[src/rtl/dtmf_pkg.sv]
package dtmf_pkg;
  localparam int STEPS   = 28;
  localparam int PHASE_W = $clog2(STEPS);
  localparam int DIV_W   = 8;
  localparam int MAG_W   = 10;
  localparam int AMP_W   = 11;
  localparam int SAMPLE_W = AMP_W + 1;

  function automatic logic [DIV_W-1:0] low_ratio(input logic [1:0] idx);
    case (idx)
      2'd0:    return DIV_W'(184);
      2'd1:    return DIV_W'(166);
      2'd2:    return DIV_W'(150);
      default: return DIV_W'(136);
    endcase
  endfunction

  function automatic logic [DIV_W-1:0] high_ratio(input logic [1:0] idx);
    case (idx)
      2'd0:    return DIV_W'(106);
      2'd1:    return DIV_W'(96);
      2'd2:    return DIV_W'(86);
      default: return DIV_W'(78);
    endcase
  endfunction

  // First quarter of one 28-step sine cycle, amplitude 1000
  function automatic logic [MAG_W-1:0] quarter_mag(input logic [2:0] i);
    case (i)
      3'd0:    return MAG_W'(0);
      3'd1:    return MAG_W'(223);
      3'd2:    return MAG_W'(434);
      3'd3:    return MAG_W'(623);
      3'd4:    return MAG_W'(782);
      3'd5:    return MAG_W'(901);
      3'd6:    return MAG_W'(975);
      default: return MAG_W'(1000);
    endcase
  endfunction

  function automatic logic [MAG_W-1:0] step_mag(input logic [PHASE_W-1:0] p);
    if (p <= PHASE_W'(7))       return quarter_mag(p[2:0]);
    else if (p <= PHASE_W'(14)) return quarter_mag(3'(PHASE_W'(14) - p));
    else if (p <= PHASE_W'(21)) return quarter_mag(3'(p - PHASE_W'(14)));
    else                        return quarter_mag(3'(PHASE_W'(28) - p));
  endfunction

  function automatic logic step_neg(input logic [PHASE_W-1:0] p);
    return p >= PHASE_W'(15);
  endfunction
endpackage

[src/rtl/tone_divider.sv]
module tone_divider
  import dtmf_pkg::*;
(
  input  logic             clk,
  input  logic             rst_n,
  input  logic             en,
  input  logic [DIV_W-1:0] ratio,
  output logic             step
);
  logic [DIV_W-1:0] cnt_q, cnt_d;

  always_comb begin
    step = en && (cnt_q >= ratio - 1'b1);
    if (!en || step) cnt_d = '0;
    else             cnt_d = cnt_q + 1'b1;
  end

  always_ff @(posedge clk or negedge rst_n) begin
    if (!rst_n) cnt_q <= '0;
    else        cnt_q <= cnt_d;
  end

  AST_STEP_RESTARTS_COUNT: assert property (@(posedge clk) disable iff (!rst_n)
    step |=> (cnt_q == '0));
endmodule

[src/rtl/phase_seq.sv]
module phase_seq
  import dtmf_pkg::*;
(
  input  logic               clk,
  input  logic               rst_n,
  input  logic               en,
  input  logic               step,
  output logic [PHASE_W-1:0] phase
);
  localparam logic [PHASE_W-1:0] LAST = PHASE_W'(STEPS - 1);
  logic [PHASE_W-1:0] phase_q, phase_d;

  always_comb begin
    if (!en)       phase_d = '0;
    else if (step) phase_d = (phase_q == LAST) ? '0 : phase_q + 1'b1;
    else           phase_d = phase_q;
  end

  always_ff @(posedge clk or negedge rst_n) begin
    if (!rst_n) phase_q <= '0;
    else        phase_q <= phase_d;
  end

  assign phase = phase_q;

  AST_PHASE_IN_RANGE: assert property (@(posedge clk) disable iff (!rst_n)
    phase_q < PHASE_W'(STEPS));
  AST_WRAP_TO_ZERO: assert property (@(posedge clk) disable iff (!rst_n)
    (en && step && phase_q == LAST) |=> (phase_q == '0));
  AST_OFF_AT_ZERO: assert property (@(posedge clk) disable iff (!rst_n)
    !en |=> (phase_q == '0));
  AST_HOLD_BETWEEN_STEPS: assert property (@(posedge clk) disable iff (!rst_n)
    (en && !step) |=> $stable(phase_q));
endmodule

[src/rtl/sine_lut.sv]
module sine_lut
  import dtmf_pkg::*;
#(
  parameter int GAIN_NUM   = 64,
  parameter int GAIN_SHIFT = 6
)(
  input  logic [PHASE_W-1:0]        phase,
  output logic signed [SAMPLE_W-1:0] sample
);
  localparam int PROD_W = MAG_W + 8;
  logic [PROD_W-1:0] prod;
  logic [AMP_W-1:0]  scaled;

  always_comb begin
    prod   = PROD_W'(step_mag(phase)) * PROD_W'(GAIN_NUM);
    scaled = AMP_W'(prod >> GAIN_SHIFT);
    if (step_neg(phase)) sample = -$signed({1'b0, scaled});
    else                 sample =  $signed({1'b0, scaled});
  end
endmodule

[src/rtl/tone_channel.sv]
module tone_channel
  import dtmf_pkg::*;
#(
  parameter int GAIN_NUM   = 64,
  parameter int GAIN_SHIFT = 6
)(
  input  logic                       clk,
  input  logic                       rst_n,
  input  logic                       en,
  input  logic [DIV_W-1:0]           ratio,
  output logic signed [SAMPLE_W-1:0] sample
);
  logic               step;
  logic [PHASE_W-1:0] phase;

  tone_divider u_div (.clk(clk), .rst_n(rst_n), .en(en), .ratio(ratio), .step(step));
  phase_seq    u_seq (.clk(clk), .rst_n(rst_n), .en(en), .step(step), .phase(phase));
  sine_lut #(.GAIN_NUM(GAIN_NUM), .GAIN_SHIFT(GAIN_SHIFT))
    u_lut (.phase(phase), .sample(sample));
endmodule

[src/rtl/dtmf_synth.sv]
module dtmf_synth
  import dtmf_pkg::*;
#(
  parameter int OUT_W     = 16,
  parameter int HI_GAIN   = 87,
  parameter int GAIN_SHFT = 6
)(
  input  logic                    clk,
  input  logic                    rst_n,
  input  logic                    low_en,
  input  logic                    high_en,
  input  logic [1:0]              row_idx,
  input  logic [1:0]              col_idx,
  output logic signed [OUT_W-1:0] sample_o
);
  logic [1:0] rst_sync_q;
  logic       rst_n_int;

  always_ff @(posedge clk or negedge rst_n) begin
    if (!rst_n) rst_sync_q <= '0;
    else        rst_sync_q <= {rst_sync_q[0], 1'b1};
  end
  assign rst_n_int = rst_sync_q[1];

  logic signed [SAMPLE_W-1:0] low_s, high_s;
  logic signed [OUT_W-1:0]    sum_d, sum_q;

  tone_channel #(.GAIN_NUM(1 << GAIN_SHFT), .GAIN_SHIFT(GAIN_SHFT)) u_low (
    .clk(clk), .rst_n(rst_n_int), .en(low_en),
    .ratio(low_ratio(row_idx)), .sample(low_s));

  tone_channel #(.GAIN_NUM(HI_GAIN), .GAIN_SHIFT(GAIN_SHFT)) u_high (
    .clk(clk), .rst_n(rst_n_int), .en(high_en),
    .ratio(high_ratio(col_idx)), .sample(high_s));

  always_comb sum_d = OUT_W'(low_s) + OUT_W'(high_s);

  always_ff @(posedge clk or negedge rst_n_int) begin
    if (!rst_n_int) sum_q <= '0;
    else            sum_q <= sum_d;
  end

  assign sample_o = sum_q;

  AST_IDLE_IS_ZERO: assert property (@(posedge clk) disable iff (!rst_n_int)
    (!low_en && !high_en && $past(!low_en && !high_en)) |=> (sample_o == '0));
endmodule

[config.mk]
export PLATFORM = sky130hd
export DESIGN_NAME = dtmf_synth
export DESIGN_NICKNAME = d
export VERILOG_FILES = /design/src/rtl/dtmf_pkg.sv /design/src/rtl/tone_divider.sv /design/src/rtl/phase_seq.sv /design/src/rtl/sine_lut.sv /design/src/rtl/tone_channel.sv /design/src/rtl/dtmf_synth.sv
export SDC_FILE = /design/constraint.sdc
export NUM_CORES = 1
export LEC_CHECK = 0
export ABC_CLOCK_PERIOD_IN_PS = 2200
export CAP_MARGIN = 10
export CORE_MARGIN = 3
export CORE_UTILIZATION = 49
export DETAILED_ROUTE_END_ITERATION = 7
export PLACE_DENSITY = 0.66
export SLEW_MARGIN = 20
export SYNTH_ARGS = -nofsm -noshare
export SYNTH_HDL_FRONTEND = slang
export SYNTH_SLANG_ARGS = --single-unit
[constraint.sdc]
create_clock -name clk -period 2.2 [get_ports clk]
set_input_delay 0.44 -clock clk [delete_from_list [all_inputs] [get_ports clk]]
set_output_delay 0.44 -clock clk [all_outputs]
set_load 0.02 [all_outputs]
==> flow_summary.yaml <==
worst_setup_path:
  r2r_start: "u_high.u_seq.phase[2]"
  cpPeakStageDelay_ns: 0.58
  path_max_fanout: 5
  critPathBufInv: 5
  crit_path_top_delay_cell: "fa_1"
  endpoint_kind: "flip-flop"
  cpLargestDelayFamily: "adder cells"
  worstPathRequired_ns: 2.37
  worstPathArrival_ns: 7.15
  rrSetupSlack_ns: -4.78
  path_class: "reg2reg"
  crit_top_cell: "fa_1"
  cp-start-kind: "flip-flop"
  rr_worst_depth: 31
  reg2reg_to: "sample_o[11]"
outcome:
  violations: "negative setup slack"
  outcome: "finished, violations left"
sta:
  rsz0062_at_grt: "true"
  period_share_pct: 317
  setup_tns_ns: -56.81
  fin_skew_ns: 0.00564
  max_freq_mhz: 143
  worst_pin_slew_ns: 0.895
  slew_headroom_pct: 40.3
  min_period_ns: 6.98
  final-max-slew-violation-count: 0
  setup_slack_ns: -4.78
  hold_viol_final: 0
  setup_viol: 26
drt:
  drt-initial-drc-count: 521
  antenna_left: 0
  viasPerCell: 5.75
  drc_errors: 0
  drt_wl_total_um: 21100
  wl_per_cell_um: 18.0
  drtPass1Iterations: 5
  vias: 6761
synth:
  synthAdderAreaFrac_pct: 29.7
  syn_area_um2: 6290
  synth_edf_count: 0
  ys.flop_type: "dfrtp_1"
  yosysTopAreaCellShare_pct: 22.7
  synth_xor_xnor_area_share_pct: 6.41
  synthMuxAreaShare_pct: 1.65
  synth_nets: 873
  synth_compound_area_share_pct: 23.2
  ys_ff_latch: 41
  synth_cell_types: 83
  synth_simple_gate_area_share_pct: 16.7
  syn_area_per_cell_um2: 8.62
  yosys_warnings: 0
  yosysTopAreaCell: "ha_1"
  synth_top_family_by_area: "adder cells"
  async_flop_share_pct: 100
  synth_cells: 729
  synth.most_common_cell: "ha_1"
  yosysSeqAreaShare_pct: 16.3
  netlist_top_cells_count: "114 x ha_1, 61 x nor2_1, 54 x nand2_1, 45 x a21oi_1, 44 x inv_1"
  synth_area_leaders: "ha_1 23%, dfrtp_1 16%, fa_1 7.0%"
finish:
  design_area_um2: 9860
  post-route-util_pct: 80.4
  nets: 1150
  antennaDiodeCount: 0
  drive_gt1_share_pct: 45.8
  area_growth_pct: 56.9
global_routing:
  first_global_vias: 6636
  overflow: 0
  antenna_found_initial: 0
  grt_max_degree: 40
  grt_pass1_wl_um: 32600
  gr-usage-all-layers_pct: 27.5
placement:
  place_area_um2: 8680
  numPortBuffers: 23
  dp_slack_ns: -4.80
  dp.final_hpwl_um: 14600
  place_congestion: 0.918
cts:
  cts_hold_buf: 0
  cts.path.max_buffers: 2
  clk_latency_ns: 0.29
  clock-sinks: 41
  cts_tree: "done"
  clk_pin_slew_worst_paths_ns: 0.06
  cts_inserted_buffers: 5
  cts_htree_levels: 2
  root_buffer: "clkbuf_16"
floorplan:
  die_w_um: 119
  coreArea_um2: 12300
  pin_count: 24
  rows: 40
  dieArea_um2: 14200
  die_h_um: 119
  start_util_pct: 51.3
job:
  timing.max_cap.violations: 0
hold_path:
  hold_class: "in2async"
-- state kept, by name, summed over array words and instances (netlist names) --
name and cells:
sample_o 13, u_high.u_div.cnt_q 8, u_low.u_div.cnt_q 8, u_high.u_seq.phase 5
u_low.u_seq.phase 5, rst_sync_q 2
-- layout make-up --
type                            instances  area (um2)
Clock buffer                            5         125
Fill cell                             722        2400
Sequential cell                        41        1030
Tap cell                              168         210
Clock inverter                          3        68.8
Inverter                               45         205
Multi-Input combinational cell        613        5810
Timing Repair Buffer                  300        2410
-- cell families after synthesis --
family	Yosys count
and+or+nand+nor	216
AOI/OAI and AO/OA	203
adders and majority gates	136
buffers and inverters	76
xor gates and xnor gates	46
DFF	41
muxes	10
other	1
-- timing repair --
action / CTS / global route
endpoints found under the hold margin: 0 / 0
pin swaps: 53 / 37
resized for setup: 86 / 76
cloned: 1 / 0
buffers inserted: 29 / 18
endpoints found under the setup margin: 39 / 34
-- worst register-to-register path, delay by kind of cell, from the launching register on --
| family | cells | cell delay, ns |
|---|---|---|
| and+or+nand+nor | 6 | 1.04 |
| adders and majority gates | 7 | 2.63 |
| xor gates and xnor gates | 2 | 0.26 |
| DFF | 1 | 0.49 |
| AOI/OAI and AO/OA | 11 | 1.80 |
| buffers and inverters | 5 | 0.64 |
-- through the flow --
| step | instances | hold WS (ns) |
|---|---|---|
| after global placement | 1122 | 0.340 |
| after floorplan | 729 | 0.144 |
| final | 1175 | 0.318 |
| after detailed placement | 1122 | 0.364 |
| after CTS | 1159 | 0.321 |
| after global routing | 1175 | 0.318 |
-- worst max path at each step --
stage / startpoint / to / slack [ns] / depth (start not counted)
3_3_place_gp: u_high.u_seq.phase[0] / sample_o[11] / -4.71 / 31
2_1_floorplan: u_high.u_seq.phase[2] / sample_o[11] / -4.52 / 33
3_5_place_dp: u_high.u_seq.phase[1] / sample_o[11] / -4.80 / 31
5_1_grt: u_high.u_seq.phase[2] / sample_o[11] / -5.11 / 31
6_report: u_high.u_seq.phase[2] / sample_o[11] / -4.78 / 31
4_1_cts: u_high.u_seq.phase[2] / sample_o[11] / -4.57 / 31
-- layout by cell type (no fill, tap or decap), types with 5 or more instances in the layout --
cell / n
fa_1: 20
and3_1: 6
nand4_1: 6
nor2b_1: 8
a21oi_1: 29
mux2i_1: 7
xor2_1: 18
o22ai_1: 7
ha_4: 21
nor2_1: 40
nor3_1: 13
nand3_1: 21
a21oi_2: 10
nor2_4: 11
clkdlybuf4s50_1: 19
o21ai_2: 6
clkbuf_16: 5
inv_2: 5
nand2_1: 46
dfrtp_1: 37
nand2b_1: 5
xnor2_2: 6
and2_1: 5
ha_1: 90
buf_4: 258
a21o_1: 14
nor2_2: 10
o21ai_0: 23
o21a_1: 7
buf_6: 17
inv_1: 33
o31ai_1: 5
a211oi_1: 8
nand2_2: 9
o21ai_1: 10
o211ai_1: 5
a21oi_4: 6
xnor2_1: 21
a31oi_1: 5
-- layer usage --
metal  global-route usage (%)  vias up  part of all wire, %
met5                        0        -                    0
met4                     5.07        0                  1.8
met3                     4.13       41                  5.3
met2                     46.1      221                   49
met1                     38.1     3310                   44
li1                         -     3189                    -
Power is left out: the tool's default activity adds up to more than one toggle a clock period on the data nets, which glitch-free logic cannot reach.
